<file path="src/rtl/srx_pkg.sv">
package srx_pkg;
   typedef enum logic [2:0] {
      SRX_IDLE,
      SRX_START,
      SRX_DATA,
      SRX_PAR,
      SRX_STOP1,
      SRX_STOP2
   } srx_state_e;
endpackage

</file>
<file path="src/rtl/srx_sync.sv">
module srx_sync #(
   parameter int STAGES  = 2,
   parameter bit RST_VAL = 1'b1
) (
   input  logic clk,
   input  logic rst_n,
   input  logic d,
   output logic q
);
   logic [STAGES-1:0] chain;

   generate
      if (STAGES == 1) begin : g_single
         always_ff @(posedge clk or negedge rst_n)
            if (!rst_n) chain <= RST_VAL;
            else        chain <= d;
      end else begin : g_multi
         always_ff @(posedge clk or negedge rst_n)
            if (!rst_n) chain <= {STAGES{RST_VAL}};
            else        chain <= {chain[STAGES-2:0], d};
      end
   endgenerate

   assign q = chain[STAGES-1];
endmodule

</file>
<file path="src/rtl/srx_framer.sv">
module srx_framer #(
   parameter int OVS = 16,
   parameter int DW  = 8
) (
   input  logic          clk,
   input  logic          rst_n,
   input  logic          os_tick,
   input  logic          rx_s,
   input  logic          halt,
   input  logic          cfg_short,
   input  logic          cfg_par_en,
   input  logic          cfg_par_odd,
   input  logic          cfg_stop2,
   output logic          done,
   output logic [DW-1:0] data,
   output logic          par_bad,
   output logic          stop_bad
);
   import srx_pkg::*;

   localparam int CW = $clog2(OVS);
   localparam int IW = $clog2(DW);
   localparam int BW = $clog2(DW + 1);
   localparam logic [CW-1:0] MID_C  = CW'(OVS / 2 - 1);
   localparam logic [CW-1:0] LAST_C = CW'(OVS - 1);

   srx_state_e    st;
   logic [CW-1:0] cnt;
   logic [BW-1:0] bidx;
   logic [BW-1:0] nbits;
   logic [DW-1:0] shreg;
   logic          pbit;
   logic          done_q, pb_q, sb_q;
   logic          at_last;

   assign nbits   = cfg_short ? BW'(DW - 1) : BW'(DW);
   assign at_last = os_tick && (cnt == LAST_C);

   always_ff @(posedge clk or negedge rst_n) begin
      if (!rst_n) begin
         st     <= SRX_IDLE;
         cnt    <= '0;
         bidx   <= '0;
         shreg  <= '0;
         pbit   <= 1'b0;
         done_q <= 1'b0;
         pb_q   <= 1'b0;
         sb_q   <= 1'b0;
      end else begin
         done_q <= 1'b0;
         if (os_tick && !at_last && st != SRX_IDLE)
            cnt <= cnt + 1'b1;
         case (st)
            SRX_IDLE:
               if (os_tick && !halt && !rx_s) begin
                  st  <= SRX_START;
                  cnt <= '0;
               end
            SRX_START:
               if (os_tick && cnt == MID_C) begin
                  cnt <= '0;
                  if (!rx_s) begin
                     st    <= SRX_DATA;
                     bidx  <= '0;
                     shreg <= '0;
                  end else begin
                     st <= SRX_IDLE;
                  end
               end
            SRX_DATA:
               if (at_last) begin
                  cnt <= '0;
                  shreg[bidx[IW-1:0]] <= rx_s;
                  bidx <= bidx + 1'b1;
                  if (bidx == nbits - 1'b1)
                     st <= cfg_par_en ? SRX_PAR : SRX_STOP1;
               end
            SRX_PAR:
               if (at_last) begin
                  cnt  <= '0;
                  pbit <= rx_s;
                  st   <= SRX_STOP1;
               end
            SRX_STOP1:
               if (at_last) begin
                  cnt    <= '0;
                  done_q <= 1'b1;
                  sb_q   <= !rx_s;
                  pb_q   <= cfg_par_en && (((^shreg) ^ pbit) != cfg_par_odd);
                  st     <= cfg_stop2 ? SRX_STOP2 : SRX_IDLE;
               end
            SRX_STOP2:
               if (at_last) begin
                  cnt <= '0;
                  st  <= SRX_IDLE;
               end
            default: st <= SRX_IDLE;
         endcase
      end
   end

   assign done     = done_q;
   assign data     = shreg;
   assign par_bad  = pb_q;
   assign stop_bad = sb_q;

   assert_done_pulse_R5: assert property (@(posedge clk) disable iff (!rst_n)
      done_q |=> !done_q);
   assert_short_msb_R2: assert property (@(posedge clk) disable iff (!rst_n)
      (done_q && cfg_short) |-> !shreg[DW-1]);
   assert_halt_idle_R8: assert property (@(posedge clk) disable iff (!rst_n)
      (halt && st == SRX_IDLE) |=> st == SRX_IDLE);
endmodule

</file>
<file path="src/rtl/srx_status.sv">
module srx_status #(
   parameter int DW = 8
) (
   input  logic          clk,
   input  logic          rst_n,
   input  logic          done,
   input  logic [DW-1:0] data_in,
   input  logic          par_bad,
   input  logic          stop_bad,
   input  logic          clr_full,
   input  logic          clr_err,
   input  logic          irq_en,
   output logic [DW-1:0] data_q,
   output logic          full_q,
   output logic          ovr_q,
   output logic          fer_q,
   output logic          per_q,
   output logic          halt,
   output logic          irq_end,
   output logic          irq_err
);
   always_ff @(posedge clk or negedge rst_n) begin
      if (!rst_n) begin
         data_q <= '0;
         full_q <= 1'b0;
         ovr_q  <= 1'b0;
         fer_q  <= 1'b0;
         per_q  <= 1'b0;
      end else begin
         if (clr_full) full_q <= 1'b0;
         if (clr_err) begin
            ovr_q <= 1'b0;
            fer_q <= 1'b0;
            per_q <= 1'b0;
         end
         if (done) begin
            if (full_q) begin
               ovr_q <= 1'b1;
            end else begin
               data_q <= data_in;
               if (par_bad)  per_q <= 1'b1;
               if (stop_bad) fer_q <= 1'b1;
               if (!par_bad && !stop_bad) full_q <= 1'b1;
            end
         end
      end
   end

   assign halt    = ovr_q | fer_q | per_q;
   assign irq_end = full_q & irq_en;
   assign irq_err = halt & irq_en;

   assert_overrun_keeps_data_R6: assert property (@(posedge clk) disable iff (!rst_n)
      $rose(ovr_q) |-> $stable(data_q));
   assert_error_no_full_R7: assert property (@(posedge clk) disable iff (!rst_n)
      ($rose(fer_q) || $rose(per_q)) |-> !$rose(full_q));
   assert_clear_full_R9: assert property (@(posedge clk) disable iff (!rst_n)
      (clr_full && !done) |=> !full_q);
   assert_halt_no_load_R8: assert property (@(posedge clk) disable iff (!rst_n)
      (halt && !clr_err) |=> $stable(data_q));
endmodule

</file>
<file path="src/rtl/serial_rx_core.sv">
module serial_rx_core #(
   parameter int OVS         = 16,
   parameter int DW          = 8,
   parameter int SYNC_STAGES = 2
) (
   input  logic          clk,
   input  logic          rst_n,
   input  logic          rx_line,
   input  logic          os_tick,
   input  logic          cfg_short,
   input  logic          cfg_par_en,
   input  logic          cfg_par_odd,
   input  logic          cfg_stop2,
   input  logic          cfg_irq_en,
   input  logic          clr_full,
   input  logic          clr_err,
   output logic [DW-1:0] rx_data,
   output logic          rx_full,
   output logic          err_overrun,
   output logic          err_frame,
   output logic          err_parity,
   output logic          irq_rx_end,
   output logic          irq_rx_err
);
   generate
      if (OVS < 4 || (OVS % 2) != 0) begin : g_bad_ovs
         $error("OVS must be even and at least 4");
      end
      if (DW < 2) begin : g_bad_dw
         $error("DW must be at least 2");
      end
      if (SYNC_STAGES < 1) begin : g_bad_sync
         $error("SYNC_STAGES must be at least 1");
      end
   endgenerate

   logic          rx_s;
   logic          halt;
   logic          done;
   logic          par_bad, stop_bad;
   logic [DW-1:0] frame_data;

   srx_sync #(.STAGES(SYNC_STAGES), .RST_VAL(1'b1)) u_sync (
      .clk   (clk),
      .rst_n (rst_n),
      .d     (rx_line),
      .q     (rx_s)
   );

   srx_framer #(.OVS(OVS), .DW(DW)) u_framer (
      .clk         (clk),
      .rst_n       (rst_n),
      .os_tick     (os_tick),
      .rx_s        (rx_s),
      .halt        (halt),
      .cfg_short   (cfg_short),
      .cfg_par_en  (cfg_par_en),
      .cfg_par_odd (cfg_par_odd),
      .cfg_stop2   (cfg_stop2),
      .done        (done),
      .data        (frame_data),
      .par_bad     (par_bad),
      .stop_bad    (stop_bad)
   );

   srx_status #(.DW(DW)) u_status (
      .clk      (clk),
      .rst_n    (rst_n),
      .done     (done),
      .data_in  (frame_data),
      .par_bad  (par_bad),
      .stop_bad (stop_bad),
      .clr_full (clr_full),
      .clr_err  (clr_err),
      .irq_en   (cfg_irq_en),
      .data_q   (rx_data),
      .full_q   (rx_full),
      .ovr_q    (err_overrun),
      .fer_q    (err_frame),
      .per_q    (err_parity),
      .halt     (halt),
      .irq_end  (irq_rx_end),
      .irq_err  (irq_rx_err)
   );
endmodule

</file>
<file path="config.mk">
export PLATFORM = sky130hd
export DESIGN_NAME = serial_rx_core
export DESIGN_NICKNAME = d
export VERILOG_FILES = /design/src/rtl/srx_pkg.sv /design/src/rtl/srx_sync.sv /design/src/rtl/srx_framer.sv /design/src/rtl/srx_status.sv /design/src/rtl/serial_rx_core.sv
export SDC_FILE = /design/constraint.sdc
export NUM_CORES = 1
export LEC_CHECK = 0
export ABC_AREA = 1
export BUFFER_PORTS_ARGS = -buffer_cell sky130_fd_sc_hd__buf_4
export CORE_MARGIN = 2
export CORE_UTILIZATION = 60
export CTS_BUF_LIST = sky130_fd_sc_hd__clkbuf_4
export DETAILED_ROUTE_END_ITERATION = 8
export GPL_TIMING_DRIVEN = 0
export PLACE_DENSITY = 0.82
export SETUP_SLACK_MARGIN = 0.4
export SLEW_MARGIN = 10
export SYNTH_ARGS = -nofsm -noshare
export SYNTH_HDL_FRONTEND = slang
export SYNTH_SLANG_ARGS = --single-unit
</file>
<file path="constraint.sdc">
create_clock -name clk -period 1.7 [get_ports clk]
set_input_delay 0.17 -clock clk [delete_from_list [all_inputs] [get_ports clk]]
set_output_delay 0.17 -clock clk [all_outputs]
set_load 0.02 [all_outputs]
</file>
[After elaboration in Yosys (flattened, before gate mapping)]
Cells that the tools add are included.
W data, S select, Z words.
Word-level totals
  flip-flop bits (word level): 37
  input bits: 11
  output and inout bits: 14
  logic and storage cells: 111
Operators by class
  $add $sub $neg: 3
  $lt $le $gt $ge: 2
  eq/ne operators: 17
  multiplexer cells: 45
  bitwise operators: 6
  reductions and logical operators: 24
Operators by type and width (count)
  $mux W4: 8
  $mux W3: 9
  $mux W8: 3
  $mux W1: 18
  $pmux W3 S6: 1
  $pmux W8 S2: 1
  $ne A2 B1 Y1 const B: 7
  $pmux W4 S3: 1
  $logic_and A1 B1 Y1: 9
  $add A4 B1 Y4 const B: 2
  $bwmux W8: 1
  $pmux W4 S2: 1
  $reduce_xor A8 Y1: 1
  $reduce_and A7 Y1: 1
  $eq A3 B2 Y1 const B: 2
  $eq A3 B3 Y1 const B: 2
  $reduce_and A2 Y1: 3
  $logic_not A1 Y1: 5
  $eq A4 B3 Y1 const B: 1
  $eq A4 B4 Y1: 1
  $eq A4 B4 Y1 const B: 1
  $lt A3 B4 Y1 const B: 1
  $reduce_and A4 Y1: 1
  $reduce_or A4 Y1: 1
  14 further kinds: 16

[Depth between registers and ports, before layout]
Gate-level depths: netlist of run 1.
  depth in word-level cells: 8
  mapped depth: 11
  depth with buffers taken out: 11

[Cells and area by module]
Synthesis of run 1 repeated with hierarchy kept, for this count alone.
Second synthesis, totals
  cell total of the unflattened synthesis: 266
  area, all modules: 2011.9 um^2
By module, submodules not included
  srx_framer: times used 1, cells each 202, area an instance 1445.1 um^2, seq. area each 575.6 um^2
  srx_status: times used 1, cells each 62, area an instance 514.2 um^2, seq. area each 300.3 um^2
  srx_sync: times used 1, cells each 2, area an instance 52.6 um^2, seq. area each 52.6 um^2

[Worst setup path before layout of run 1]
OpenSTA, ideal clock, no wires.
  path kind: register to register
  from: register u_framer.cnt[0]
  to: register u_framer.shreg[5] (netlist: u_framer.data[5])
  library setup time: 0.117 ns
  data arrival time: 1.383 ns
  required time: 1.583 ns
  slack: 0.201 ns
  cell stages (with the launch flop): 12
  buffers on the path: 1
  clock period less this slack: 1.499 ns
  path through: dfrtp_1 > ha_1 > nand2_1 > nor2_2 > nand2_2 > nand2_2 > nand2_2 > a21oi_4 > buf_6 > nand2_1 > nand2_1 > nand2_1
Between the ends
  word-level cells in the longest chain between the ends: 4
  elaborated cells between the ends (all ways): 7
  classes of those cells: eq/ne (4); reduce/logical (3)
Ends and longest elaborated chain
  start: declaration: line srx_framer.sv:28  | logic [CW-1:0] cnt;
  start signal: assignment: line srx_framer.sv:52  | cnt <= cnt + 1'b1;
  $eq A4 B4 Y1 / $eq A4 B3 Y1 (equally long branches): line srx_framer.sv:37, srx_framer.sv:60
  $logic_and A1 B1 Y1 (on tied branches): line srx_framer.sv:37, srx_framer.sv:60
  $ne A2 B1 Y1 (no line)
  $reduce_and A4 Y1 (no line) (*)
  end signal: indexed assignment: line srx_framer.sv:73  | shreg[bidx[IW-1:0]] <= rx_s;
  end: declaration: line srx_framer.sv:31  | logic [DW-1:0] shreg;
Every way passes the cells marked *; elsewhere a longest branch is shown, timed or not.
A chain may end at the register's enable or synchronous reset.

[Final worst setup path of run 1]
  from: register u_framer.cnt[1]
  to: register u_framer.shreg[6] (netlist: u_framer.data[6])
Same word-level chain as after synthesis.

==> results.md, run 1 <==
* Syn_nets at 269
* Overflow left after global routing at 0
* CTS Root Buffer Type: clkbuf_4
* Worst-path clk slew at 130 ps
* Sink Count at 37
* First-pass GRT wire length at 6840 um
* H-tree depth at 2
* Final Cell Area at 0.00258 mm2
* Most common cell after layout, fill and taps aside: nand2_1
* Hold Violations, Final at 0
* CTS tree: built
* CTS max path bufs at 2
* CP required at 1950 ps
* Fin Hold WS at 161 ps
* DP Wirelength at 2780 um
* Met2 WL at 2240 um
* Worst-Margin Slew at 450 ps
* Antenna diodes at 0
* Routed Wire Length at roughly 4400 um
* Post-synthesis cell type count at 33
* Worst hold path type: in2reg
* Pwr/cell area at 1120 mW/mm2
* Via Count at 1827
* CTS Buf Count at 5
* Vias in the first global route at 1616
* Total negative setup slack at 0 ps
* Drt wl/cell at 12.6 um
* Met3 WL post-DR at about 180 um
* Mean Syn Cell Area at 7.90 um2
* Async SR Flop Fraction at 100%
* Via/cell ratio at 5.21
* Uppermost layer routed: met4
* Crit path time final at 1600 ps
* Initial antenna violation count at 0
* Layout Area Growth over Synthesis at 28.0%
* MaxCap Viol Count at 0
* Die Span Y at between 60 and 70 um
* Leak at 1.34 nW
* Routability cong. at 0.858
* Slew margin rel. at 70.0%
* RSZ-0062 raised after global routing: yes
* M1 WL at 1960 um
* Initial drt markers at 69
* Commonest non-fill, non-tap cells in the layout: 74 x nand2_1, 39 x buf_4, 33 x dfrtp_1
* Pre-CTS WS at 25.9 ps
* Largest net degree at the start of global routing at 38
* Fin crit share at a little over nine tenths
* Post-Synthesis Cell Area at 0.00201 mm2
* Cells after synthesis at 255
* Finish-stage setup viols at 0
* Worst-Skew Late Latency at 360 ps
* Number of synthesized flops with an enable pin at 0
* Site row count at 21
* Core Region at 0.00328 mm2
* Fin. max-slew vios at 0
* Initial Utilization at 61.3%
* Primary FF master, synth: dfrtp_1
* Crit Path Class: reg2reg
* TritonRoute pass-1 iters at 5
* All-Layer GR Usage at 24.3%
* Fmax at 625 MHz
* Critical Path Source Type: flop
* Sequential fraction of the synthesis area at 46.1%
* Warnings, synthesis at 0
* DR DRC count at 0
* Critical path data arrival time at 1850 ps
* VDD IR max at 0.000884 V
* Num ports at 25
* Number of port buffers at 24
* Crit-path max FO at 5
* Yosys reg bits at 37
* Setup Skew at 16.3 ps
* Layout cells sized above 1 at 31.1%
* Die Area at 0.00384 mm2
* Antenna-violating nets left at 0
* Setup ws final at 101 ps
* Die W at 61.9 um
* Status: finished clean
* Final nets at ~320
* CP Capture Type: flop
* Area of placed instances at 0.00225 mm2
[layout make-up]
cell class	instances	area [um2]
Buffer	4	35.0
Clock buffer	5	37.5
Clock inverter	3	17.5
Fill cell	217	707
Inverter	32	130
Multi-Input combinational cell	182	1040
Sequential cell	37	931
Tap cell	46	57.6
Timing Repair Buffer	42	327
[through the flow]
step | instances | utilization [%] | power, W
floorplan | 255 | - | 0.00189
global placement | 325 | 68.6 | 0.00207
detailed placement | 325 | 68.6 | 0.00209
CTS | 348 | 76.0 | 0.00276
global route | 351 | 78.5 | 0.00308
finish | 351 | 78.5 | 0.00288
[state kept, by name, summed over array words and instances, names as in the netlist]
signal	cells
u_status.full_q	1
u_sync.chain	2
u_status.data_q	8
u_framer.pbit	1
u_framer.stop_bad	1
u_status.per_q	1
u_framer.done	1
u_status.ovr_q	1
u_framer.par_bad	1
u_framer.bidx	4
u_framer.data	8
u_framer.st	3
u_status.fer_q	1
u_framer.cnt	4
[power by group]
group / switching [W] / leakage (nW) / total [W] / internal [W]
sequential: 0.000134 / 0.495 / 0.00112 / 0.000985
combinational: 0.000776 / 0.816 / 0.00130 / 0.000520
clock: 0.000309 / 0.0310 / 0.000465 / 0.000156
[Yosys cell counts (all sizes together), types with 2 or more instances]
library cell,count,area (um2)
a21oi,2,21.3
dfrtp,35,876
dfstp,2,52.6
buf,4,32.5
mux2,4,45.0
nand2,89,352
or2,4,25.0
a32o,2,20.0
o21ai,14,70.1
nor2,16,72.6
ha,3,37.5
nor3,10,55.1
xor2,4,35.0
xnor2,3,26.3
inv,31,119
nand3,24,120
[worst max-delay path, cell delays in order (launching register included)]
cell and delay, ps:
dfrtp_1 430, ha_4 170, nand2_4 50, nor2_4 120, nand2_2 80, nand2_2 90, nand2_4 70, a21oi_4 170
buf_6 150, nand2_2 50, nand2_2 50, nand2_1 40
[timing repair]
action / 4_1_cts / 5_1_grt
gates resized for setup: 22 / 15
pin swaps: 7 / 8
setup endpoints to repair: 23 / 26
cloned: 1 / 0
endpoints found under the hold margin: 37 / 0
hold buffers: 3 / 0
buffers inserted: 11 / 3
[path summary, 6_finish.rpt]
check / start / end / slack, ps / cells past startpoint
setup reg to reg: u_framer.cnt[1] / u_framer.data[6] / 100 / 11
setup / recovery: u_framer.cnt[1] / u_framer.data[6] / 100 / 11
hold reg to reg: u_sync.chain[0] / u_sync.chain[1] / 350 / 0
max in group asynchronous: rst_n / u_sync.chain[0] / 1020 / 2
min in group asynchronous: rst_n / u_framer.st[1] / 320 / 2
hold / removal: clr_err / u_status.ovr_q / 160 / 3
[logic make-up after synthesis]
family	share of synthesized area, %
AOI/OAI and AO/OA	7.08
xor gates and xnor gates	3.04
adders and majority gates	1.86
buffers and inverters	7.70
DFF	46.1
muxes	2.24
and+or+nand+nor	32.0
[routing by layer]
metal | vias up | GRT usage (%)
met3 | 7 | 3.73
li1 | 920 | -
met1 | 850 | 29.8
met2 | 50 | 41.7
met5 | - | 0
met4 | 0 | 11.6
(Power assumes the default switching activity.)
==> run 2: changes to the inputs <==
- BUFFER_PORTS_ARGS: -buffer_cell sky130_fd_sc_hd__buf_4 -> default
- CORE_UTILIZATION: 60 -> 65
- DONT_BUFFER_PORTS: default -> 1
- GPL_TIMING_DRIVEN: 0 -> default
- PLACE_DENSITY: 0.82 -> 0.81
==> results.md, run 2 (synthesis gave the netlist of run 1 again) <==
* GRT met1 Usage at 31.6% (was 29.8%)
* Sequential group share of total power at 37.0% (was 38.9%)
* Finish-stage setup viols at 0 (unchanged)
* RSZ-0062 raised after global routing: yes (unchanged)
* Die Area at 0.00356 mm2 (was 0.00384 mm2)
* Commonest non-fill, non-tap cells in the layout: 69 x nand2_1, 31 x dfrtp_1, 29 x inv_1 (was 74 x nand2_1, 39 x buf_4, 33 x dfrtp_1)
* CP required at 1940 ps (was 1950 ps)
* Drt wl/cell at 14.1 um (was 12.6 um)
* First-pass GRT wire length at 6820 um (was 6840 um)
* Hold Violations, Final at 0 (unchanged)
* Worst hold path type: in2reg (unchanged)
* All-Layer GR Usage at 25.3% (was 24.3%)
* Crit-path cells: ha_2, nand2_2, nor2_4, nand2_2, nand2_2, nand2_4, a21oi_4, buf_6, nand2_2, nand2_1, nand2_1 (was ha_4, nand2_4, nor2_4, nand2_2, nand2_2, nand2_4, a21oi_4, buf_6, nand2_2, nand2_2, nand2_1)
* CTS tree: built (unchanged)
* DR DRC count at 0 (unchanged)
* Reg2reg start: u_framer.cnt[1] (unchanged)
* WHS Endpoint: u_framer.par_bad (was u_status.ovr_q)
* Vias in the first global route at 1638 (was 1616)
* MaxCap Viol Count at 0 (unchanged)
* Met3 Usage GRT at 3.90% (was 3.73%)
* Die Span Y at 59.7 um (was 61.9 um)
* CP Capture Type: flop (unchanged)
* Slew margin rel. at 78.1% (was 70.0%)
* CTS Buf Count at 5 (unchanged)
* Fin Hold WS at 66.6 ps (was 161 ps)
* Critical Path Source Type: flop (unchanged)
* Sw frac at 40.3% (was 42.3%)
* Reg2reg path depth at 11 (unchanged)
* Leak at 1.23 nW (was 1.34 nW)
* Gate power share at 43.2% (was 45.0%)
* Total negative setup slack at 0 ps (unchanged)
* Worst-path clk slew at 120 ps (was 130 ps)
* H-tree depth at 2 (unchanged)
* Most common cell after layout, fill and taps aside: nand2_1 (unchanged)
* Via Count at 1777 (was 1827)
* Fin crit share at 89.4% (was 94.1%)
* Antenna-violating nets left at 0 (unchanged)
* RR Endpoint: u_framer.data[0] (was u_framer.data[6])
* Fin. max-slew vios at 0 (unchanged)
* Initial antenna violation count at 0 (unchanged)
* CTS max path bufs at 2 (unchanged)
* Final nets at 294 (was 318)
* Status: finished clean (unchanged)
* DP Wirelength at 2620 um (was 2780 um)
* Clock network fraction of total power at 19.8% (was 16.1%)
* Final core occ at 81.2% (was 78.5%)
* Switching power at 0.00123 W (was 0.00122 W)
* Slowest cell delay on critical path at 380 ps (was 430 ps)
* Critical path data arrival time at 1760 ps (was 1850 ps)
* GRT busiest layer: met2 (unchanged)
* Fmax at 658 MHz (was 625 MHz)
* Number of fill cells at 180 (was 217)
* P_int at 0.00183 W (was 0.00166 W)
* VDD IR max at 0.000812 V (was 0.000884 V)
* Layout cells sized above 1 at 28.5% (was 31.1%)
* Crit-path max FO at 7 (was 5)
* Routability cong. at 0.906 (was 0.858)
* Worst-Skew Late Latency at 340 ps (was 360 ps)
* Crit path time final at 1520 ps (was 1600 ps)
* Largest net degree at the start of global routing at 38 (unchanged)
* Setup Skew at 6.55 ps (was 16.3 ps)
* Routed Wire Length at 4420 um (was 4440 um)
* Hold path startpoint: cfg_par_en (was clr_err)
* Core Region at 0.00300 mm2 (was 0.00328 mm2)
* Crit path max-delay cell type: dfrtp_1 (unchanged)
* Pwr/cell area at 1260 mW/mm2 (was 1120 mW/mm2)
* Antenna diodes at 0 (unchanged)
* Crit Path Class: reg2reg (unchanged)
* Hold-critical path depth at 4 (was 3)
* Die W at 59.7 um (was 61.9 um)
* Layout Area Growth over Synthesis at 21.0% (was 28.0%)
* Via/cell ratio at 5.66 (was 5.21)
* R2r setup slk at 180 ps (was 100 ps)
* Site row count at 20 (was 21)
* Crit path top cell by count: nand2_2 (unchanged)
* Met2 Use GR at 45.7% (was 41.7%)
* CTS Root Buffer Type: clkbuf_4 (unchanged)
* Overflow left after global routing at 0 (unchanged)
* Area of placed instances at 0.00205 mm2 (was 0.00225 mm2)
* Final Cell Area at 0.00244 mm2 (was 0.00258 mm2)
* Initial drt markers at 131 (was 69)
* Number of port buffers at 0 (was 24)
* Initial Utilization at 67.1% (was 61.3%)
* Sink Count at 37 (unchanged)
* TritonRoute pass-1 iters at 4 (was 5)
* Worst-Margin Slew at 325 ps (was 450 ps)
* Num ports at 25 (unchanged)
## run 2: cell types whose count changed in the layout (fill, tap and decap cells not counted), moves of 2 or more
cell and delta:
nand3_2 +2, o21ai_2 +2, clkinv_2 -2, buf_12 +2, inv_4 -2, dfrtp_2 +2, nand2_2 +4, dfrtp_1 -2
nand2_1 -5, buf_4 -25
## run 2: critical path: cells and delay by family (launching register included)
family / cells / cell delay [ps]
adders and majority gates: 1 / 200
and+or+nand+nor: 8 / 520
DFF: 1 / 380
buffers and inverters: 1 / 160
AOI/OAI and AO/OA: 1 / 160
## run 2: worst max path at each step
stage / endpoint / startpoint / cells past startpoint / slack [ps]
finish: u_framer.data[0] / u_framer.cnt[1] / 11 / 180
global route: u_framer.data[0] / u_framer.cnt[1] / 11 / 80
CTS: u_framer.data[3] / u_framer.cnt[1] / 11 / 200
detailed placement: u_framer.bidx[3] / u_framer.cnt[0] / 10 / 60
global placement: u_framer.data[7] / u_framer.cnt[0] / 10 / 120
floorplan: u_framer.data[5] / u_framer.cnt[0] / 11 / 200
## run 2: metrics by stage
| stage | worst slack (ps) | power, W | cells |
|---|---|---|---|
| after floorplan | 201 | 0.00189 | 255 |
| after global placement | 116 | 0.00200 | 288 |
| after detailed placement | 63.2 | 0.00202 | 288 |
| after CTS | 205 | 0.00288 | 307 |
| after global routing | 78.1 | 0.00329 | 314 |
| final | 180 | 0.00306 | 314 |
## run 2: per-layer routing
metal,vias up,share of wire (%)
li1,869,-
met1,841,41
met2,58,53
met3,9,5.0
met4,0,1.2
met5,-,0
## run 2: timing repair
item                                    in CTS  in global routing
buffers inserted                             7                  7
hold buffers                                 4                  0
hold endpoints to repair                    39                  0
gates resized for setup                     26                 17
pin swaps                                    2                  8
endpoints found under the setup margin      28                 28
## run 2: area by class of cell
| cell class | instances | area, um2 | share of cell area, % |
|---|---|---|---|
| Multi-Input combinational cell | 182 | 1060 | 43.3 |
| Tap cell | 33 | 41.3 | 1.69 |
| Clock buffer | 5 | 37.5 | 1.54 |
| Inverter | 32 | 125 | 5.13 |
| Sequential cell | 37 | 933 | 38.3 |
| Timing Repair Buffer | 22 | 203 | 8.32 |
| Clock inverter | 3 | 41.3 | 1.69 |
## run 2: power groups by stage
stage / registers, W / clock network [W] / logic [W]
after CTS: 0.00112 / 0.000613 / 0.00115
after global routing: 0.00115 / 0.000661 / 0.00148
final: 0.00113 / 0.000605 / 0.00132
after floorplan: 0.00109 / 0 / 0.000795
after detailed placement: 0.00114 / 0 / 0.000880
after global placement: 0.00113 / 0 / 0.000862
==> run 3: changes to the inputs <==
- RECOVER_POWER: default -> 50
- SKIP_CTS_REPAIR_TIMING: default -> 1
==> results.md, run 3 (synthesis gave the netlist of run 1 again) <==
* Num ports at 25 (unchanged)
* Leak at 1.16 nW (was 1.23 nW)
* Hold-critical path depth at 4 (unchanged)
* Crit-path max FO at 7 (unchanged)
* Via/cell ratio at 5.59 (was 5.66)
* Die Area at 0.00356 mm2 (unchanged)
* Crit path top cell by count: nand2_2 (unchanged)
* Clock network fraction of total power at 20.5% (was 19.8%)
* Crit path max-delay cell type: dfrtp_1 (unchanged)
* CP Capture Type: flop (unchanged)
* RSZ-0062 raised after global routing: yes (unchanged)
* Number of fill cells at 207 (was 180)
* GRT met1 Usage at 28.1% (was 31.6%)
* Die Span Y at 59.7 um (unchanged)
* Layout Area Growth over Synthesis at 14.6% (was 21.0%)
* R2r setup slk at 100 ps (was 180 ps)
* VDD IR max at 0.000835 V (was 0.000812 V)
* Site row count at 20 (unchanged)
* Vias in the first global route at 1432 (was 1638)
* Layout cells sized above 1 at 21.1% (was 28.5%)
* Met2 Use GR at 36.5% (was 45.7%)
* Final nets at 283 (was 294)
* Via Count at 1693 (was 1777)
* Critical Path Source Type: flop (unchanged)
* Slowest cell delay on critical path at 450 ps (was 380 ps)
* Met3 Usage GRT at 3.90% (unchanged)
* Routability cong. at 0.906 (unchanged)
* Crit Path Class: reg2reg (unchanged)
* GRT busiest layer: met2 (unchanged)
* Critical path data arrival time at 1830 ps (was 1760 ps)
* FF/Latch Area at 932 um2 (was 933 um2)
* Sequential group share of total power at 39.4% (was 37.0%)
* Multi-input gate area at 0.00105 mm2 (was 0.00106 mm2)
* Reg2reg start: u_framer.cnt[0] (was u_framer.cnt[1])
* Worst-path clk slew at 120 ps (about the same)
* Crit path time final at 1600 ps (was 1520 ps)
* Reg2reg path depth at 9 (was 11)
* CTS Buf Count at 5 (unchanged)
* Die W at 59.7 um (unchanged)
* Worst hold path type: in2reg (unchanged)
* MaxCap Viol Count at 0 (unchanged)
* Sink Count at 37 (unchanged)
* All-Layer GR Usage at 21.7% (was 25.3%)
* CTS Root Buffer Type: clkbuf_4 (unchanged)
* Commonest non-fill, non-tap cells in the layout: 77 x nand2_1, 32 x dfrtp_1, 28 x inv_1 (was 69 x nand2_1, 31 x dfrtp_1, 29 x inv_1)
* CTS max path bufs at 2 (unchanged)
* Antenna-violating nets left at 0 (unchanged)
* First-pass GRT wire length at 5870 um (was 6820 um)
* RR Endpoint: u_framer.bidx[2] (was u_framer.data[0])
* Initial antenna violation count at 0 (unchanged)
* Fin crit share at 94.2% (was 89.4%)
* Largest net degree at the start of global routing at 38 (unchanged)
* Most common cell after layout, fill and taps aside: nand2_1 (unchanged)
* Sw frac at 41.1% (was 40.3%)
* Drt wl/cell at 13.6 um (was 14.1 um)
* Number of port buffers at 0 (unchanged)
* DR DRC count at 0 (unchanged)
* WHS Endpoint: u_framer.par_bad (unchanged)
* Final Cell Area at 0.00231 mm2 (was 0.00244 mm2)
* Fmax at 625 MHz (was 658 MHz)
* CP required at 1930 ps (was 1940 ps)
* Setup Skew at 8.27 ps (was 6.55 ps)
* Routed Wire Length at 4110 um (was 4420 um)
* Status: finished clean (unchanged)
* Initial Utilization at 67.1% (unchanged)
* Overflow left after global routing at 0 (unchanged)
* Crit-path cells: ha_4, nand2_2, nor2_4, nand2_2, nand2_2, nand2_4, a21oi_4, buf_4, o22ai_1 (was ha_2, nand2_2, nor2_4, nand2_2, nand2_2, nand2_4, a21oi_4, buf_6, nand2_2, nand2_1, nand2_1)
* Hold Violations, Final at 0 (unchanged)
* Initial drt markers at 90 (was 131)
* Worst-Skew Late Latency at 340 ps (about the same)
* Fin. max-slew vios at 0 (unchanged)
* H-tree depth at 2 (unchanged)
* Slew margin rel. at 40.5% (was 78.1%)
* Gate power share at 40.1% (was 43.2%)
* Switching power at 0.00120 W (was 0.00123 W)
* Finish-stage setup viols at 0 (unchanged)
* DP Wirelength at 2620 um (unchanged)
* Area of placed instances at 0.00205 mm2 (unchanged)
* Pwr/cell area at 1260 mW/mm2 (about the same)
* Hold path startpoint: cfg_par_en (unchanged)
* CTS tree: built (unchanged)
* Total negative setup slack at 0 ps (unchanged)
* Antenna diodes at 0 (unchanged)
* Core Region at 0.00300 mm2 (unchanged)
* TritonRoute pass-1 iters at 4 (unchanged)
* P_int at 0.00172 W (was 0.00183 W)
* Worst-Margin Slew at 892 ps (was 325 ps)
run 3: how the worst max path moves through the flow:
stage / start / to / slack (ps) / depth (start not counted)
final: u_framer.cnt[0] / u_framer.bidx[2] / 100 / 9
after global routing: u_framer.cnt[0] / u_framer.data[2] / 20 / 9
after CTS: u_framer.cnt[0] / u_framer.bidx[3] / 50 / 10
after floorplan: u_framer.cnt[0] / u_framer.data[5] / 200 / 11
after detailed placement: u_framer.cnt[0] / u_framer.bidx[3] / 60 / 10
after global placement: u_framer.cnt[0] / u_framer.data[7] / 120 / 10
run 3: cell type report:
type	instances	area share, %
Inverter	32	5.31
Timing Repair Buffer	10	3.47
Multi-Input combinational cell	183	45.6
Clock inverter	3	1.79
Sequential cell	37	40.4
Clock buffer	5	1.63
Tap cell	33	1.79
run 3: stage by stage:
stage               hold slack (ps)  utilization, %  power (W)  setup WS, ps  cells
floorplan                      -126               -    0.00189           201    255
global placement               -125            68.4    0.00200           116    288
detailed placement             -125            68.4    0.00202          63.2    288
CTS                            -498            71.0    0.00262          51.2    296
global route                   52.9            76.9    0.00315          24.5    303
finish                         46.6            76.9    0.00292          98.7    303
run 3: power by group through the flow:
stage	Combinational (W)	Clock [W]	Sequential (W)
2_1_floorplan	0.000795	0	0.00109
3_3_place_gp	0.000862	0	0.00113
3_5_place_dp	0.000880	0	0.00114
4_1_cts	0.000886	0.000613	0.00112
5_1_grt	0.00133	0.000660	0.00117
6_report	0.00117	0.000598	0.00115
run 3: critical path, delay by kind of cell, from the launching register on:
family	cells	cell delay [ps]
and+or+nand+nor	5	420
adders and majority gates	1	180
DFF	1	450
AOI/OAI and AO/OA	2	290
buffers and inverters	1	160
run 3: routing by layer:
layer  up-vias  part of all wire (%)
met2        51                    51
met3        14                   4.5
li1        847                     -
met1       781                    43
met4         0                   1.8
met5         -                     0
